`src/rtl/rcd_pkg.sv`:
```
package rcd_pkg;
   // Timing phase inside one measurement period
   typedef struct packed {
      logic dis;   // ramp discharge active
      logic win;   // measurement window active
      logic last;  // final cycle of the period
   } rcd_phase_t;
endpackage

```
`src/rtl/rcd_period_timer.sv`:
```
module rcd_period_timer
   import rcd_pkg::*;
#(
   parameter int PERIOD_CYCLES = 200000,
   parameter int DISCH_CYCLES  = 20
) (
   input  logic       clk,
   input  logic       rst_n,
   input  logic       en_i,
   output rcd_phase_t ph_o
);
   localparam int CW = $clog2(PERIOD_CYCLES);
   localparam logic [CW-1:0] LAST_V = CW'(PERIOD_CYCLES - 1);
   localparam logic [CW-1:0] DIS_V  = CW'(DISCH_CYCLES);

   logic [CW-1:0] pcnt_q;

   always_ff @(posedge clk) begin
      if (!rst_n || !en_i)       pcnt_q <= '0;
      else if (pcnt_q == LAST_V) pcnt_q <= '0;
      else                       pcnt_q <= pcnt_q + 1'b1;
   end

   always_comb begin
      ph_o.dis  = en_i && (pcnt_q <  DIS_V);
      ph_o.win  = en_i && (pcnt_q >= DIS_V);
      ph_o.last = en_i && (pcnt_q == LAST_V);
   end


   next_disch_chk: assert property (@(posedge clk) disable iff (!rst_n)
      ph_o.last && en_i |=> ph_o.dis || !en_i);


   disch_starts_chk: assert property (@(posedge clk) disable iff (!rst_n)
      $rose(ph_o.dis) && $past(en_i) |-> $past(ph_o.last));
endmodule

```
`src/rtl/rcd_sync.sv`:
```
module rcd_sync #(
   parameter int STAGES = 2
) (
   input  logic clk,
   input  logic rst_n,
   input  logic d_i,
   output logic q_o
);
   logic [STAGES-1:0] sh_q;
   logic [STAGES-1:0] sh_nxt;

   for (genvar i = 0; i < STAGES; i++) begin : g_stage
      if (i == 0) begin : g_first
         assign sh_nxt[i] = d_i;
      end else begin : g_rest
         assign sh_nxt[i] = sh_q[i-1];
      end
   end

   always_ff @(posedge clk) begin
      if (!rst_n) sh_q <= '0;
      else        sh_q <= sh_nxt;
   end

   assign q_o = sh_q[STAGES-1];
endmodule

```
`src/rtl/rcd_width_ctr.sv`:
```
module rcd_width_ctr #(
   parameter int WIDTH_W = 16
) (
   input  logic               clk,
   input  logic               rst_n,
   input  logic               en_i,
   input  logic               win_i,
   input  logic               last_i,
   input  logic               cmp_s_i,
   output logic [WIDTH_W-1:0] meas_o
);
   logic [WIDTH_W-1:0] cnt_q;
   logic [WIDTH_W-1:0] cnt_nxt;
   logic               run_q;
   logic               inc;

   always_comb begin
      inc     = win_i && run_q && cmp_s_i;
      cnt_nxt = (inc && !(&cnt_q)) ? cnt_q + 1'b1 : cnt_q;
   end

   always_ff @(posedge clk) begin
      if (!rst_n || !en_i || last_i) begin
         cnt_q <= '0;
         run_q <= 1'b1;
      end else if (win_i) begin
         cnt_q <= cnt_nxt;
         if (!cmp_s_i) run_q <= 1'b0;
      end
   end

   // final count including the closing edge of the window
   assign meas_o = cnt_nxt;


   sat_hold_chk: assert property (@(posedge clk) disable iff (!rst_n)
      (&cnt_q) && win_i && !last_i |=> (&cnt_q) || (cnt_q == '0));


   stopped_chk: assert property (@(posedge clk) disable iff (!rst_n)
      win_i && !run_q && !last_i |=> $stable(cnt_q) || (cnt_q == '0));


   no_count_low_chk: assert property (@(posedge clk) disable iff (!rst_n)
      !cmp_s_i && !last_i && en_i |=> $stable(cnt_q) || (cnt_q == '0));
endmodule

```
`src/rtl/rcd_decide.sv`:
```
module rcd_decide #(
   parameter int WIDTH_W     = 16,
   parameter int CLR_PERIODS = 2
) (
   input  logic               clk,
   input  logic               rst_n,
   input  logic               en_i,
   input  logic               last_i,
   input  logic [WIDTH_W-1:0] meas_i,
   input  logic [WIDTH_W-1:0] thr_i,
   output logic [WIDTH_W-1:0] width_o,
   output logic               valid_o,
   output logic               cd_o
);
   logic primed_q;
   logic upd;
   logic hit;
   logic drop;

   assign upd = last_i && primed_q;
   assign hit = (meas_i >= thr_i);

   if (CLR_PERIODS == 1) begin : g_no_hyst
      assign drop = !hit;
   end else begin : g_hyst
      localparam int MW = $clog2(CLR_PERIODS + 1);
      localparam logic [MW-1:0] MISS_TOP = MW'(CLR_PERIODS - 1);
      logic [MW-1:0] miss_q;

      assign drop = !hit && (miss_q == MISS_TOP);

      always_ff @(posedge clk) begin
         if (!rst_n || !en_i)          miss_q <= '0;
         else if (upd && hit)          miss_q <= '0;
         else if (upd && miss_q != MISS_TOP) miss_q <= miss_q + 1'b1;
      end
   end

   always_ff @(posedge clk) begin
      if (!rst_n || !en_i) begin
         primed_q <= 1'b0;
         valid_o  <= 1'b0;
         width_o  <= '0;
         cd_o     <= 1'b0;
      end else begin
         valid_o <= 1'b0;
         if (last_i) primed_q <= 1'b1;
         if (upd) begin
            valid_o <= 1'b1;
            width_o <= meas_i;
            if (hit)       cd_o <= 1'b1;
            else if (drop) cd_o <= 1'b0;
         end
      end
   end


   one_cycle_chk: assert property (@(posedge clk) disable iff (!rst_n)
      valid_o |=> !valid_o);


   valid_at_end_chk: assert property (@(posedge clk) disable iff (!rst_n)
      valid_o |-> $past(last_i));


   rise_chk: assert property (@(posedge clk) disable iff (!rst_n)
      $rose(cd_o) |-> valid_o && (width_o >= $past(thr_i)));


   fall_chk: assert property (@(posedge clk) disable iff (!rst_n)
      $fell(cd_o) && $past(en_i) |-> $past(meas_i < thr_i) && valid_o);
endmodule

```
`src/rtl/rssi_cd_meter.sv`:
```
module rssi_cd_meter
   import rcd_pkg::*;
#(
   parameter int PERIOD_CYCLES = 200000,
   parameter int DISCH_CYCLES  = 20,
   parameter int WIDTH_W       = 16,
   parameter int SYNC_STAGES   = 2,
   parameter int CLR_PERIODS   = 2
) (
   input  logic               clk,
   input  logic               rst_n,
   input  logic               en_i,
   input  logic               cmp_i,
   input  logic [WIDTH_W-1:0] thr_i,
   output logic               dis_o,
   output logic [WIDTH_W-1:0] width_o,
   output logic               valid_o,
   output logic               cd_o
);
   if (DISCH_CYCLES < 1 || DISCH_CYCLES > PERIOD_CYCLES - 2) begin : g_bad_disch
      $error("rssi_cd_meter: DISCH_CYCLES must leave a window in the period");
   end
   if (SYNC_STAGES < 2) begin : g_bad_sync
      $error("rssi_cd_meter: SYNC_STAGES must be at least 2");
   end
   if (WIDTH_W < 2 || WIDTH_W > 32) begin : g_bad_width
      $error("rssi_cd_meter: WIDTH_W out of range");
   end
   if (CLR_PERIODS < 1) begin : g_bad_clr
      $error("rssi_cd_meter: CLR_PERIODS must be at least 1");
   end

   rcd_phase_t         ph;
   logic               cmp_s;
   logic [WIDTH_W-1:0] meas;

   rcd_period_timer #(
      .PERIOD_CYCLES(PERIOD_CYCLES),
      .DISCH_CYCLES (DISCH_CYCLES)
   ) u_timer (
      .clk  (clk),
      .rst_n(rst_n),
      .en_i (en_i),
      .ph_o (ph)
   );

   rcd_sync #(
      .STAGES(SYNC_STAGES)
   ) u_sync (
      .clk  (clk),
      .rst_n(rst_n),
      .d_i  (cmp_i),
      .q_o  (cmp_s)
   );

   rcd_width_ctr #(
      .WIDTH_W(WIDTH_W)
   ) u_ctr (
      .clk    (clk),
      .rst_n  (rst_n),
      .en_i   (en_i),
      .win_i  (ph.win),
      .last_i (ph.last),
      .cmp_s_i(cmp_s),
      .meas_o (meas)
   );

   rcd_decide #(
      .WIDTH_W    (WIDTH_W),
      .CLR_PERIODS(CLR_PERIODS)
   ) u_dec (
      .clk    (clk),
      .rst_n  (rst_n),
      .en_i   (en_i),
      .last_i (ph.last),
      .meas_i (meas),
      .thr_i  (thr_i),
      .width_o(width_o),
      .valid_o(valid_o),
      .cd_o   (cd_o)
   );

   assign dis_o = ph.dis;


   idle_chk: assert property (@(posedge clk) disable iff (!rst_n)
      !en_i |=> !valid_o && !cd_o && (width_o == '0));


   idle_dis_chk: assert property (@(posedge clk) disable iff (!rst_n)
      !en_i |-> !dis_o);
endmodule

```
`config.mk`:
```
export PLATFORM = sky130hd
export DESIGN_NAME = rssi_cd_meter
export DESIGN_NICKNAME = d
export VERILOG_FILES = /design/src/rtl/rcd_pkg.sv /design/src/rtl/rcd_period_timer.sv /design/src/rtl/rcd_sync.sv /design/src/rtl/rcd_width_ctr.sv /design/src/rtl/rcd_decide.sv /design/src/rtl/rssi_cd_meter.sv
export SDC_FILE = /design/constraint.sdc
export NUM_CORES = 1
export LEC_CHECK = 0
export ABC_CLOCK_PERIOD_IN_PS = 3900
export BUFFER_PORTS_ARGS = -buffer_cell sky130_fd_sc_hd__buf_2
export CAP_MARGIN = 15
export CORE_MARGIN = 3
export CORE_UTILIZATION = 30
export DETAILED_ROUTE_END_ITERATION = 8
export SETUP_SLACK_MARGIN = 0.5
export SYNTH_ARGS = -nofsm -noshare
export SYNTH_HDL_FRONTEND = slang
export SYNTH_SLANG_ARGS = --single-unit
export TNS_END_PERCENT = 10
```
`constraint.sdc`:
```
create_clock -name clk -period 3.9 [get_ports clk]
set_input_delay 0.195 -clock clk [delete_from_list [all_inputs] [get_ports clk]]
set_output_delay 0.195 -clock clk [all_outputs]
set_load 0.02 [all_outputs]
```
Yosys cells after proc, flatten, opt, wreduce, memory -nomap -nowiden

Index checks and enable logic that the tools add are counted.
Widths: inputs -> output; s select.

Flip-flop bits (word level): 58
Input port bits: 20
Output and inout port bits: 19
Word-level logic and storage cells: 45

Add/subtract/negate cells: 3
Magnitude comparators: 3
Eq/ne operators: 3
Multiplexer cells: 4
Bitwise logic cells: 1
Reductions and logical operators: 22

Operators by type and width:

| kind                  | number |
|---|---|
| $add 18x1->18 const B | 1 |
| $eq 18x18->1 const B  | 1 |
| $ge 18x5->1 const B   | 1 |
| $lt 18x5->1 const B   | 1 |
| $add 16x1->16 const B | 1 |
| $ge 16x16->1          | 1 |
| $mux 16               | 1 |
| $reduce_and 16->1     | 1 |
| $logic_and 1x1->1     | 10 |
| $logic_not 1->1       | 4 |
| $reduce_and 2->1      | 2 |
| $reduce_or 2->1       | 2 |
| $mux 1                | 3 |
| $add 2x1->2 const B   | 1 |
| $eq 2x1->1 const B    | 1 |
| $logic_or 1x1->1      | 2 |
| $ne 2x1->1 const B    | 1 |
| $reduce_bool 2->1     | 1 |
| $not 1->1             | 1 |

Longest topological paths before layout

Depth in word-level cells: 11
Mapped depth: 14
Gate-level depth less buffers: 14

By module

Synthesis repeated with hierarchy kept, for this count alone.

Cells, all modules: 378
Area total of the unflattened synthesis: 3078.0 um^2

By module, submodules not included:

| module           | instances | cells an instance | area an instance (um^2) |
|---|---|---|---|
| rcd_decide       | 1         | 145               | 1136.1 |
| rcd_width_ctr    | 1         | 124               | 980.9 |
| rcd_period_timer | 1         | 105               | 908.4 |
| rcd_sync         | 1         | 4                 | 52.6 |

Least setup slack after synthesis

No wires, ideal clock.

Kind: reg2reg
Start: register u_ctr.cnt_q[0]
End: register u_dec.g_hyst.miss_q[0]
Library setup time: 87 ps
Data arrival time: 2891 ps
Data required time: 3813 ps
Setup slack: 922 ps
Stages on the path, launching flop included: 14
Path buffers: 0
Clock period less this slack: 2978 ps
Cell sequence: dfxtp_1 > ha_1 > nand4_1 > nor4_4 > or3_4 > mux2i_1 > inv_1 > ha_1 > or3b_2 > o2111ai_1 > a31oi_1 > o21ai_0 > nand4_1 > o31ai_1

Cells in the longest elaborated chain, start to end: 7

RTL lines:

| element                                               | RTL line            | RTL |
|---|---|---|
| from (decl)                                           | rcd_width_ctr.sv:12 | `logic [WIDTH_W-1:0] cnt_q;` |
| from (signal assigned)                                | rcd_width_ctr.sv:27 | `cnt_q <= cnt_nxt;` |
| branches (longest 3 deep; another with $add 16x1->16) | n/a                 |  |
| $mux 16 *                                             | rcd_width_ctr.sv:19 | `cnt_nxt = (inc && !(&cnt_q)) ? cnt_q + 1'b1 : cnt_q;` |
| via meas[1]                                           | rssi_cd_meter.sv:35 | `logic [WIDTH_W-1:0] meas;` |
| $ge 16x16->1 *                                        | rcd_decide.sv:21    | `assign hit = (meas_i >= thr_i);` |
| $logic_and 1x1->1 *                                   | rcd_decide.sv:34    | `else if (upd && hit) miss_q <= '0;` |
| $reduce_or 2->1 (no source line) *                    | n/a                 |  |
| to (signal assigned)                                  | rcd_decide.sv:35    | `else if (upd && miss_q != MISS_TOP) miss_q <= miss_q + 1'b1;` |
| to (decl)                                             | rcd_decide.sv:28    | `logic [MW-1:0] miss_q;` |

Mark *: on every way through the listed nets, which the timed path passes.
A chain may end at the register's enable or synchronous reset.

Worst setup path after layout

Start: register u_ctr.cnt_q[0]
End: register u_dec.g_hyst.miss_q[1]

Same word-level chain as after synthesis.

==> results.md <==
* Routed length on met1 at roughly 3500 um
* Max IR drop VDD at around 0.12 mV
* N_diodes at 0
* Register bit total from synthesis at 58
* DRT iter0 DRCs at about 130
* Hold_buf cts at 0
* Syn Std Cell Area at approximately 3000 um^2
* Slew HR at 0.515
* Final core utilization at 0.395
* Post-placement cell count at about 500
* CTS buffer count at 9
* Clock Power Share at 0.470
* Switching Share at 0.219
* Clk_skew at between 9 and 10 ps
* Final period util at 0.819
* First-pass iteration count of the detailed router at 4
* Largest net degree at the start of global routing at 19
* Flop pwr share at 0.494
* # IOs at 39
* Layout cells sized above 1 at 0.235
* H-tree depth at 3
* Row count at 35
* Synth Area per Inst at 8.55 um^2
* GPL Wtd Cong at 0.810
* Drt drc at 0
* Ys async rst share at 0
* Worst-Skew Late Latency at around 340 ps
* Seq/Total Area, Yosys at 0.388
* Post-synth top flop: dfxtp_1
* Chip Height at roughly 110 um
* Clock sink total at 58
* CTS tree: done
* Int Pwr at approximately 0.94 mW
* Max cap viols at 0
* Routed len/inst at roughly 13 um
* Vias post-DR at approximately 2600
* Fmax at approximately 310 MHz
* Vias per inst at 4.74
* Initial antenna violation count at 0
* Worst Max-Slew Pin Slew at approximately 730 ps
* Initial Utilization at 0.316
* Area Growth Syn to Fin at 24.7%
* Met2 wire len at 3090 um
* Most common library cell in the layout ignoring fill and taps: dfxtp_1
* Outcome: finished, final reports clean
* Mapped Nets at 390
* Crit path DAT at roughly 3500 ps
* CP startpoint kind: flip-flop
* Max Root-Sink Buffers at 2
* Met3 wire len at 377 um
* Min-Delay Path Class: in -> reg
* Core area at between 9000 and 10000 um^2
* Commonest cells after routing, fill and taps aside: 55 x dfxtp_1, 47 x nor2_1, 42 x inv_1, 38 x buf_2, 18 x nand2_1
* Switching pwr at around 0.26 mW
* Non-Filler Instances at between 500 and 600
* P per Cell Area at 323 nW/um^2
* Die area at 11200 um^2
* Nets at 447
* Comb pwr share at 0.036
* Total Routed Length at 7120 um
* Fin. Hold Viols at 0
* Clk slew on worst S/H paths at around 70 ps
* Overflow after GRT at 0
* Number of global-route vias before repair at between 2000 and 2500
* Min Tclk post-route at approximately 3200 ps
* Total GRT Usage at 0.128
* DIE WIDTH at roughly 110 um
* Final TNS setup at 0 ps
* CP Max Fanout at 6
* WP data required at 4150 ps
* First-pass GRT wire length at about 11000 um
* Syn Inst Count at 350
* Number of library cell types mapped by synthesis at between 40 and 50
* Post-DP HPWL at a little over 5000 um
* Clock Tree Root: clkbuf_8
* Number of port buffers at 38
* Slew Limit Fails at 0
* Leak at ~1.6 nW
* Worst setup EP type: flip-flop
* Final Setup Violations at 0
* Critical path start-end classification: reg -> reg
* Synth warn at 0
* Top sig layer: met4
* ANT nets after route at 0
* RSZ-0062 raised after global routing: false
* Number of synthesized flops with an enable pin at 0
## kinds of logic (layout without fill, tap and decap cells)
kind of cell | after synthesis | after routing | synth area share
compound gates | 50 | 50 | 0.103
flops | 58 | 58 | 0.388
buf+inv | 52 | 114 | 0.0698
simple gates | 138 | 138 | 0.259
mux | 2 | 2 | 0.00669
xor+xnor | 30 | 30 | 0.0903
fa+ha+maj | 20 | 20 | 0.0836
## metrics by stage
stage	power, mW	cell area [um^2]	hold WS (ps)	setup WS (ps)
4_1_cts	1.21	3570	65.0	545
3_3_place_gp	0.650	3320	407	486
3_5_place_dp	0.651	3320	414	392
5_1_grt	1.25	3730	74.2	441
6_report	1.21	3730	76.6	707
2_1_floorplan	0.632	2990	296	922
## cells in the mapped netlist (3+ instances only)
library cell	instances	share of area
a21oi_1	13	0.022
ha_1	20	0.084
nor2_1	47	0.059
inv_1	42	0.053
nand2_1	18	0.023
and3_1	4	0.0084
o21ai_0	17	0.028
buf_2	5	0.0084
nand3_1	13	0.022
dfxtp_1	58	0.39
and4_1	3	0.0088
nor3_1	13	0.022
a31oi_1	4	0.0084
xnor2_1	16	0.047
and2_1	5	0.010
nor4_4	4	0.028
nor2b_1	5	0.010
nand2b_1	3	0.0063
xor2_1	13	0.038
clkbuf_1	3	0.0038
a211oi_1	4	0.010
nand4_1	11	0.023
## worst paths after layout
| check | start | to | slack (ps) | cells past startpoint |
|---|---|---|---|---|
| max | u_ctr.cnt_q[0] | u_dec.g_hyst.miss_q[1] | 710 | 13 |
| min | cmp_i | u_sync.sh_q[0] | 80 | 2 |
| max reg2reg | u_ctr.cnt_q[0] | u_dec.g_hyst.miss_q[1] | 710 | 13 |
| min reg2reg | u_sync.sh_q[0] | u_sync.sh_q[1] | 460 | 1 |
## registers in the layout, summed over array words and instances (netlist names)
register             count
u_ctr.cnt_q             16
u_ctr.run_q              1
u_dec.cd_o               1
u_dec.g_hyst.miss_q      2
u_dec.primed_q           1
u_dec.valid_o            1
u_dec.width_o           16
u_sync.sh_q              2
u_timer.pcnt_q          18
## worst max-delay path, cell delays in order (launching register included)
cell and delay [ps]:
dfxtp_4 380, ha_4 160, nand4_1 150, nor4_4 380, or3_4 230, nor3_1 60
xnor2_1 280, inv_1 90, ha_1 300, and4_4 160, a221o_1 360, o21ai_2 180
nand4_1 140, o31ai_1 250
## metal layers
layer / global-route usage / up-vias
li1: - / 1295
met1: 0.176 / 1197
met2: 0.191 / 58
met3: 0.0300 / 16
met4: 0.0527 / 0
met5: 0 / -
## timing repair
item | 4_1_cts | 5_1_grt
setup buffers | 5 | 10
pin swaps | 3 | 11
setup endpoints to repair | 2 | 2
gates cloned | 0 | 0
resized for setup | 0 | 19
## power by group through the flow
stage	clock network, mW	logic [mW]	registers, mW
2_1_floorplan	0	0.0234	0.609
3_3_place_gp	0	0.0405	0.610
3_5_place_dp	0	0.0413	0.610
4_1_cts	0.574	0.0418	0.596
5_1_grt	0.603	0.0498	0.595
6_report	0.566	0.0437	0.595
## final cells by class
cell class / instances / area, um^2
fill: 977 / 5730
clock inverter: 2 / 35.0
clock buffer: 14 / 163
inverter: 42 / 158
tap: 129 / 161
multi-input combinational: 240 / 1710
timing repair buffer: 56 / 338
sequential: 58 / 1170
(Power assumes the default switching activity.)
